File: config.mk
export PLATFORM = sky130hd
export DESIGN_NAME = hdlc_rx_deframer
export DESIGN_NICKNAME = d
export VERILOG_FILES = /design/src/rtl/hdlc_rx_pkg.sv /design/src/rtl/hdlc_rx_bitproc.sv /design/src/rtl/hdlc_rx_framer.sv /design/src/rtl/hdlc_rx_fifo.sv /design/src/rtl/hdlc_rx_deframer.sv
export SDC_FILE = /design/constraint.sdc
export NUM_CORES = 1
export LEC_CHECK = 0
export BUFFER_PORTS_ARGS = -buffer_cell sky130_fd_sc_hd__buf_2
export CORE_MARGIN = 1.5
export CORE_UTILIZATION = 25
export CTS_CLUSTER_DIAMETER = 60
export DETAILED_ROUTE_END_ITERATION = 10
export GPL_TIMING_DRIVEN = 0
export PLACE_DENSITY = 0.35
export RECOVER_POWER = 50
export SYNTH_ARGS = -nofsm -noshare
export SYNTH_HDL_FRONTEND = slang
export SYNTH_SLANG_ARGS = --single-unit
File: constraint.sdc
create_clock -name clk -period 3.7 [get_ports clk]
set_input_delay 0.555 -clock clk [delete_from_list [all_inputs] [get_ports clk]]
set_output_delay 0.555 -clock clk [all_outputs]
set_load 0.005 [all_outputs]
File: src/rtl/hdlc_rx_pkg.sv
package hdlc_rx_pkg;

  localparam logic [15:0] CRC_SEED     = 16'hFFFF;
  localparam logic [15:0] CRC_GOOD     = 16'hF0B8;
  localparam logic [15:0] CRC_POLY_REV = 16'h8408;
  localparam logic [7:0]  BCAST_ADDR   = 8'hFF;

  // Line run lengths that carry meaning.
  localparam int STUFF_RUN  = 5;
  localparam int ABORT_RUN  = 7;
  localparam int IDLE_RUN   = 15;
  localparam int ONES_W     = $clog2(IDLE_RUN + 1);

  // Frame sizing: address, control and a two-octet FCS.
  localparam int MIN_BYTES  = 4;
  localparam int HOLD_BYTES = MIN_BYTES - 1;

  // Bits of a closing flag that enter the octet assembler before it is recognised.
  localparam logic [2:0] FLAG_TAIL_BITS = 3'(STUFF_RUN + 1);

  typedef struct packed {
    logic       ovf;
    logic       abort;
    logic       crc_ok;
    logic       eof;
    logic [7:0] data;
  } rx_entry_t;

  function automatic logic [15:0] crc_step_byte(input logic [15:0] crc_in,
                                                input logic [7:0]  octet);
    logic [15:0] c;
    c = crc_in;
    for (int i = 0; i < 8; i++) begin
      if (c[0] ^ octet[i]) c = (c >> 1) ^ CRC_POLY_REV;
      else                 c = c >> 1;
    end
    return c;
  endfunction

endpackage

File: src/rtl/hdlc_rx_bitproc.sv
module hdlc_rx_bitproc
  import hdlc_rx_pkg::*;
(
  input  logic clk,
  input  logic rst,
  input  logic bit_en,
  input  logic bit_in,
  output logic dbit_vld,
  output logic dbit,
  output logic flag_seen,
  output logic abort_seen,
  output logic idle_line
);

  localparam logic [ONES_W-1:0] RUN_STUFF    = ONES_W'(STUFF_RUN);
  localparam logic [ONES_W-1:0] RUN_FLAG     = ONES_W'(STUFF_RUN + 1);
  localparam logic [ONES_W-1:0] RUN_ABORT_M1 = ONES_W'(ABORT_RUN - 1);
  localparam logic [ONES_W-1:0] RUN_IDLE_M1  = ONES_W'(IDLE_RUN - 1);
  localparam logic [ONES_W-1:0] RUN_MAX      = '1;

  logic [ONES_W-1:0] ones_q;

  always_ff @(posedge clk) begin
    if (rst) begin
      ones_q     <= '0;
      dbit_vld   <= 1'b0;
      dbit       <= 1'b0;
      flag_seen  <= 1'b0;
      abort_seen <= 1'b0;
      idle_line  <= 1'b0;
    end else begin
      dbit_vld   <= 1'b0;
      flag_seen  <= 1'b0;
      abort_seen <= 1'b0;
      if (bit_en) begin
        if (bit_in) begin
          if (ones_q != RUN_MAX) ones_q <= ones_q + 1'b1;
          // A one is data only while the run stays within the stuffing limit.
          if (ones_q < RUN_STUFF) begin
            dbit_vld <= 1'b1;
            dbit     <= 1'b1;
          end
          if (ones_q == RUN_ABORT_M1) abort_seen <= 1'b1;
          if (ones_q == RUN_IDLE_M1)  idle_line  <= 1'b1;
        end else begin
          ones_q    <= '0;
          idle_line <= 1'b0;
          if (ones_q == RUN_FLAG) begin
            flag_seen <= 1'b1;
          end else if (ones_q < RUN_STUFF) begin
            dbit_vld <= 1'b1;
            dbit     <= 1'b0;
          end
          // ones_q == RUN_STUFF: stuffed zero, dropped.
          // Longer runs end in a zero that carries nothing.
        end
      end
    end
  end

endmodule

File: src/rtl/hdlc_rx_framer.sv
module hdlc_rx_framer
  import hdlc_rx_pkg::*;
(
  input  logic       clk,
  input  logic       rst,
  input  logic       dbit_vld,
  input  logic       dbit,
  input  logic       flag_seen,
  input  logic       abort_seen,
  input  logic [7:0] station_addr,
  input  logic       room_data,
  input  logic       room_eof,
  output logic       wr_en,
  output rx_entry_t  wr_entry
);

  localparam int CNT_W = $clog2(MIN_BYTES + 1);
  localparam logic [CNT_W-1:0] FULL_CNT = CNT_W'(MIN_BYTES);
  localparam logic [CNT_W-1:0] HOLD_CNT = CNT_W'(HOLD_BYTES);

  logic             active_q;
  logic [CNT_W-1:0] nbytes_q;
  logic [2:0]       nbits_q;
  logic [7:0]       shift_q;
  logic [15:0]      crc_q;
  logic             match_q;
  logic             lost_q;
  logic [7:0]       hold_q [HOLD_BYTES];

  logic [7:0] new_byte;
  logic       frame_long;
  logic       hold_ready;
  logic       addr_hit;

  assign new_byte   = {dbit, shift_q[7:1]};
  assign frame_long = (nbytes_q >= FULL_CNT);
  assign hold_ready = (nbytes_q >= HOLD_CNT);
  assign addr_hit   = (new_byte == station_addr) || (new_byte == BCAST_ADDR);

  always_ff @(posedge clk) begin
    if (rst) begin
      active_q <= 1'b0;
      nbytes_q <= '0;
      nbits_q  <= '0;
      shift_q  <= '0;
      crc_q    <= CRC_SEED;
      match_q  <= 1'b0;
      lost_q   <= 1'b0;
      wr_en    <= 1'b0;
      wr_entry <= '0;
      for (int i = 0; i < HOLD_BYTES; i++) hold_q[i] <= '0;
    end else begin
      wr_en <= 1'b0;
      if (flag_seen) begin
        // Close the running frame (if it qualifies), then open a new one.
        if (active_q && frame_long && match_q && room_eof) begin
          wr_en           <= 1'b1;
          wr_entry.data   <= hold_q[0];
          wr_entry.eof    <= 1'b1;
          wr_entry.crc_ok <= (crc_q == CRC_GOOD) && (nbits_q == FLAG_TAIL_BITS);
          wr_entry.abort  <= 1'b0;
          wr_entry.ovf    <= lost_q;
        end
        active_q <= 1'b1;
        nbytes_q <= '0;
        nbits_q  <= '0;
        crc_q    <= CRC_SEED;
        match_q  <= 1'b0;
        lost_q   <= 1'b0;
      end else if (abort_seen) begin
        if (active_q && frame_long && match_q && room_eof) begin
          wr_en           <= 1'b1;
          wr_entry.data   <= hold_q[0];
          wr_entry.eof    <= 1'b1;
          wr_entry.crc_ok <= 1'b0;
          wr_entry.abort  <= 1'b1;
          wr_entry.ovf    <= lost_q;
        end
        active_q <= 1'b0;
      end else if (dbit_vld && active_q) begin
        shift_q <= new_byte;
        nbits_q <= nbits_q + 1'b1;
        if (nbits_q == 3'd7) begin
          crc_q <= crc_step_byte(crc_q, new_byte);
          if (nbytes_q == '0) match_q <= addr_hit;
          if (!frame_long) nbytes_q <= nbytes_q + 1'b1;
          for (int i = 0; i < HOLD_BYTES - 1; i++) hold_q[i] <= hold_q[i+1];
          hold_q[HOLD_BYTES-1] <= new_byte;
          // The oldest held octet is now known not to be FCS.
          if (hold_ready && match_q) begin
            if (room_data && !lost_q) begin
              wr_en    <= 1'b1;
              wr_entry <= '{ovf: 1'b0, abort: 1'b0, crc_ok: 1'b0, eof: 1'b0, data: hold_q[0]};
            end else begin
              lost_q <= 1'b1;
            end
          end
        end
      end
    end
  end

endmodule

File: src/rtl/hdlc_rx_fifo.sv
module hdlc_rx_fifo
  import hdlc_rx_pkg::*;
#(
  parameter int DEPTH     = 16,
  parameter int IRQ_LEVEL = 8
) (
  input  logic      clk,
  input  logic      rst,
  input  logic      wr_en,
  input  rx_entry_t wr_entry,
  input  logic      rd_en,
  output logic      room_data,
  output logic      room_eof,
  output logic      rd_valid,
  output rx_entry_t rd_entry,
  output logic      empty,
  output logic      irq_n
);

  localparam int PTR_W = $clog2(DEPTH);
  localparam int CNT_W = PTR_W + 1;
  localparam logic [CNT_W-1:0] LIM_DATA = CNT_W'(DEPTH - 2);
  localparam logic [CNT_W-1:0] LIM_FULL = CNT_W'(DEPTH);
  localparam logic [CNT_W-1:0] LIM_IRQ  = CNT_W'(IRQ_LEVEL);

  rx_entry_t        mem [DEPTH];
  logic [PTR_W-1:0] wptr_q, rptr_q;
  logic [CNT_W-1:0] level_q, eofs_q;
  logic [CNT_W-1:0] level_ahead;
  logic             rd_fire;
  logic             eof_in, eof_out;

  assign rd_fire     = rd_en && (level_q != '0);
  assign level_ahead = level_q + {{(CNT_W-1){1'b0}}, wr_en};
  assign room_data   = (level_ahead <= LIM_DATA);
  assign room_eof    = (level_ahead <  LIM_FULL);
  assign empty       = (level_q == '0);
  assign eof_in      = wr_en && wr_entry.eof;
  assign eof_out     = rd_valid && rd_entry.eof;

  // Storage and output register, no reset, so a block RAM fits.
  always_ff @(posedge clk) begin
    if (wr_en)   mem[wptr_q] <= wr_entry;
    if (rd_fire) rd_entry    <= mem[rptr_q];
  end

  always_ff @(posedge clk) begin
    if (rst) begin
      wptr_q   <= '0;
      rptr_q   <= '0;
      level_q  <= '0;
      eofs_q   <= '0;
      rd_valid <= 1'b0;
      irq_n    <= 1'b1;
    end else begin
      rd_valid <= rd_fire;
      if (wr_en)   wptr_q <= wptr_q + 1'b1;
      if (rd_fire) rptr_q <= rptr_q + 1'b1;
      case ({wr_en, rd_fire})
        2'b10:   level_q <= level_q + 1'b1;
        2'b01:   level_q <= level_q - 1'b1;
        default: level_q <= level_q;
      endcase
      case ({eof_in, eof_out})
        2'b10:   eofs_q <= eofs_q + 1'b1;
        2'b01:   eofs_q <= eofs_q - 1'b1;
        default: eofs_q <= eofs_q;
      endcase
      irq_n <= !((eofs_q != '0) || (level_q >= LIM_IRQ));
    end
  end

endmodule

File: src/rtl/hdlc_rx_deframer.sv
module hdlc_rx_deframer
  import hdlc_rx_pkg::*;
#(
  parameter int DEPTH     = 16,
  parameter int IRQ_LEVEL = 8
) (
  input  logic       clk,
  input  logic       rst,
  input  logic       bit_en,
  input  logic       bit_in,
  input  logic [7:0] station_addr,
  input  logic       rd_en,
  output logic       rd_valid,
  output logic [7:0] rd_data,
  output logic       rd_eof,
  output logic       rd_crc_ok,
  output logic       rd_abort,
  output logic       rd_ovf,
  output logic       rx_empty,
  output logic       line_idle,
  output logic       irq_n
);

  logic      dbit_vld, dbit, flag_seen, abort_seen;
  logic      room_data, room_eof, wr_en;
  rx_entry_t wr_entry, rd_entry;

  hdlc_rx_bitproc u_bitproc (
    .clk        (clk),
    .rst        (rst),
    .bit_en     (bit_en),
    .bit_in     (bit_in),
    .dbit_vld   (dbit_vld),
    .dbit       (dbit),
    .flag_seen  (flag_seen),
    .abort_seen (abort_seen),
    .idle_line  (line_idle)
  );

  hdlc_rx_framer u_framer (
    .clk          (clk),
    .rst          (rst),
    .dbit_vld     (dbit_vld),
    .dbit         (dbit),
    .flag_seen    (flag_seen),
    .abort_seen   (abort_seen),
    .station_addr (station_addr),
    .room_data    (room_data),
    .room_eof     (room_eof),
    .wr_en        (wr_en),
    .wr_entry     (wr_entry)
  );

  hdlc_rx_fifo #(
    .DEPTH     (DEPTH),
    .IRQ_LEVEL (IRQ_LEVEL)
  ) u_fifo (
    .clk       (clk),
    .rst       (rst),
    .wr_en     (wr_en),
    .wr_entry  (wr_entry),
    .rd_en     (rd_en),
    .room_data (room_data),
    .room_eof  (room_eof),
    .rd_valid  (rd_valid),
    .rd_entry  (rd_entry),
    .empty     (rx_empty),
    .irq_n     (irq_n)
  );

  assign rd_data   = rd_entry.data;
  assign rd_eof    = rd_entry.eof;
  assign rd_crc_ok = rd_entry.crc_ok;
  assign rd_abort  = rd_entry.abort;
  assign rd_ovf    = rd_entry.ovf;

endmodule

==> qor.yml <==
cells_and_area:
  final_layout_size_suffix_gt1_share_pct: 17.8
  finish.utilization_pct: 29.7
  nFillCells: 4889
  fin_nets: 865
  area_growth_pct: 17.6
  instances_no_fill: 1477
  multi_input_area_um2: 3710
  antennaDiodeCount: 0
  regArea_um2: 8330
timing:
  finalClockSkew_ns: 0.0254
  worstMarginPinSlew_ns: 1.26
  slew_headroom_pct: 14.9
  final-setup-viol-count: 0
  rsz0062_at_grt: "false"
  min_period_over_period_pct: 86.9
  fmax_mhz: 311
  drv_slew: 0
  finalHoldViolations: 0
  layout_min_cycle_time_ns: 3.22
clock_tree:
  cts_buffers: 38
  cts_max_level: 2
  insertion_delay_ns: 0.54
  cts_tree: "yes"
  clockRootBuffer: "clkbuf_16"
  cts_buffer_depth: 3
  holdBufCountCts: 0
  clk_pin_slew_worst_paths_ns: 0.05
  clkSinkCount: 302
detailed_routing:
  ant_nets: 0
  viasPerCell: 4.24
  num_vias: 6269
  drt_iter0_markers: 341
  wl_per_cell_um: 19.8
  drt_drc_violations_left: 0
  wl_um: 29200
  drt_pass1_iterations: 4
critical_path:
  cpMostUsedCell: "a21oi_1"
  r2r_start: "u_fifo.level_q[3]$_SDFFE_PP0P_"
  crit_path_max_incr_delay_ns: 0.49
  ff2ff_setup_slack_ns: 0.48
  cp.arrival_ns: 3.66
  critPathMaxFanout: 5
  crit_buf_inv: 1
  reg2regPathDepth: 11
  cp-end-kind: "register"
  required_ns: 4.14
  r2r-end: "u_fifo.level_q[4]$_SDFFE_PP0P_"
  critPathLaunchType: "register"
  critPathSlowestCell: "fa_1"
  path_delay_family: "simple AND/OR/NAND/NOR gates"
  crit_chain: "or2_2, nor4_1, nand2b_1, clkinvlp_4, ha_1, fa_1, a21o_1, a21oi_1, xor2_1, or3_1, a21oi_1"
  crit_type: "reg2reg"
logic_synthesis:
  synth-edff-count: 228
  synth_xor_area_share_pct: 3.64
  muxShareOfSynthArea_pct: 12.8
  yosysWarnings: 0
  syn_avg_cell_area_um2: 16.2
  synth_compound_area_share_pct: 3.10
  yosys.area_share.simple_pct: 7.95
  ys_seq_area_share_pct: 67.9
  synth_fa_ha_area_share_pct: 2.77
  yosysUniqueCellTypes: 46
  async_flop_share_pct: 0
  syn_inst: 757
  synth_top_family_by_area: "multiplexers"
  synth_nets: 796
  netlist_area_um2: 12300
  synth_seq_cells: 302
  synth_ff_type: "edfxtp_1"
global_route:
  track_usage_pct: 12.0
  grt_max_degree: 25
  grt_pass1_wl_um: 44100
  antenna_found_initial: 0
  grt_pass1_vias: 6575
  gr-total-overflow: 0
min_path:
  min-delay-start: "bit_in"
  min_path_cells: 2
  hp-class: "in2reg"
  min_to: "u_bitproc.flag_seen$_SDFF_PP0_"
floorplan:
  die_area_um2: 50400
  start_util_pct: 25.2
  die_w_um: 225
  die_h_um: 225
  fp.coreArea_um2: 48600
  rows: 81
  ioPinCount: 29
place:
  portBuffers: 28
  dp_cells: 1407
  dp.final_hpwl_um: 18300
  gp_congestion: 0.701
flow_run:
  drv_cap: 0
power:
  finalPower_w: 0.00732
  power.density_nw_per_um2: 508
  leakage_nw: 4.41
  vdd_drop_max_uv: 294
status:
  status: "completed"
==> state kept, by name (all words and copies together), names as in the netlist <==
register and cells:
u_bitproc.ones_q 4, u_framer.active_q 1, u_framer.wr_entry 12, u_fifo.rd_valid 1, u_fifo.level_q 5, u_bitproc.dbit 1, u_framer.wr_en 1, u_fifo.rptr_q 4
u_bitproc.dbit_vld 1, u_framer.nbits_q 3, u_framer.nbytes_q 3, u_bitproc.abort_seen 1, u_framer.crc_q 16, u_fifo.rd_entry 12, u_framer.shift_q 7, u_fifo.irq_n 1
u_framer.hold_q 24, u_fifo.mem 192, u_framer.match_q 1, u_bitproc.idle_line 1, u_bitproc.flag_seen 1, u_fifo.eofs_q 5, u_fifo.wptr_q 4, u_framer.lost_q 1
==> metal layers <==
layer | GRT usage (%) | part of all wire [%]
met1 | 15.7 | 46
met2 | 19.8 | 48
met3 | 2.65 | 4.0
met4 | 3.75 | 2.1
met5 | 0 | 0
==> cell usage in the layout, fill, tap and decap left out, types with 5 or more instances in the layout <==
cell,count
a21oi_1,20
and2_0,5
and2_1,37
buf_2,22
buf_4,7
clkbuf_1,35
clkbuf_16,39
clkinv_1,8
clkinv_2,6
dfxtp_1,74
edfxtp_1,228
ha_1,24
inv_1,20
mux2i_1,22
mux4_2,60
nand2_1,29
nand2b_1,21
nand3_1,5
nand4_1,7
nor2_1,46
nor4_1,7
o211ai_1,13
o21ai_0,9
xnor2_1,25
xor2_1,26
==> power by group <==
part | switching [W] | total (W) | internal, W
registers | 0.00000486 | 0.00362 | 0.00361
logic | 0.0000369 | 0.0000552 | 0.0000182
clock network | 0.00145 | 0.00365 | 0.00221
==> timing repair <==
| action | 4_1_cts | 5_1_grt |
|---|---|---|
| endpoints found under the setup margin | 1 | 0 |
| resized for setup | 1 | 0 |
| buffers inserted | 1 | 0 |
==> layout make-up <==
class,instances,area share (%)
sequential,302,57.7
timing repair buffer,29,0.962
inverter,21,0.572
multi-input combinational,401,25.7
tap,622,5.39
clock inverter,23,1.49
clock buffer,46,7.15
buffer,33,1.02
==> Yosys cell counts (5+ instances only) <==
master	instances	area [um^2]
edfxtp_1	228	6850
dfxtp_1	74	1480
mux4_2	60	1350
nor2_1	46	173
and2_1	42	263
nand2_1	29	109
xor2_1	26	228
xnor2_1	25	219
ha_1	24	300
mux2i_1	22	220
inv_1	21	78.8
nand2b_1	21	131
a21oi_1	20	100
clkbuf_1	19	71.3
o211ai_1	13	97.6
o21ai_0	9	45.0
nand4_1	7	43.8
nor4_1	7	43.8
buf_4	6	45.0
buf_1	5	18.8
nand3_1	5	25.0
==> logic make-up (layout without fill, tap and decap cells) <==
family | Yosys count | count (layout)
multiplexers | 82 | 82
AND/OR/NAND/NOR | 183 | 183
buffers and inverters | 54 | 152
adder cells (fa/ha/maj) | 26 | 26
flip-flops | 302 | 302
AO/OA/AOI/OAI | 59 | 59
XOR/XNOR | 51 | 51
==> worst max path at each step <==
stage,end,slack (ns),depth (start not counted),start
6_report,u_fifo.level_q[4]$_SDFFE_PP0P_,0.48,11,u_fifo.level_q[3]$_SDFFE_PP0P_
5_1_grt,u_fifo.level_q[4]$_SDFFE_PP0P_,0.15,11,u_fifo.level_q[3]$_SDFFE_PP0P_
3_3_place_gp,u_fifo.level_q[4]$_SDFFE_PP0P_,-0.14,11,u_fifo.level_q[3]$_SDFFE_PP0P_
4_1_cts,u_fifo.level_q[4]$_SDFFE_PP0P_,0.33,11,u_fifo.level_q[3]$_SDFFE_PP0P_
3_5_place_dp,u_fifo.level_q[4]$_SDFFE_PP0P_,-0.20,11,u_fifo.level_q[3]$_SDFFE_PP0P_
2_1_floorplan,u_fifo.level_q[4]$_SDFFE_PP0P_,0.67,11,u_fifo.level_q[3]$_SDFFE_PP0P_
==> metrics by stage <==
stage	cell area (um^2)	setup slack (ns)	hold slack (ns)	setup TNS, ns
floorplan	12300	0.670	0.447	0
global placement	13200	-0.136	0.463	-0.136
detailed placement	13200	-0.199	0.460	-0.199
CTS	14400	0.331	0.235	0
global route	14400	0.150	0.265	0
finish	14400	0.485	0.278	0
No activity file was read; power rests on OpenSTA's default activity.
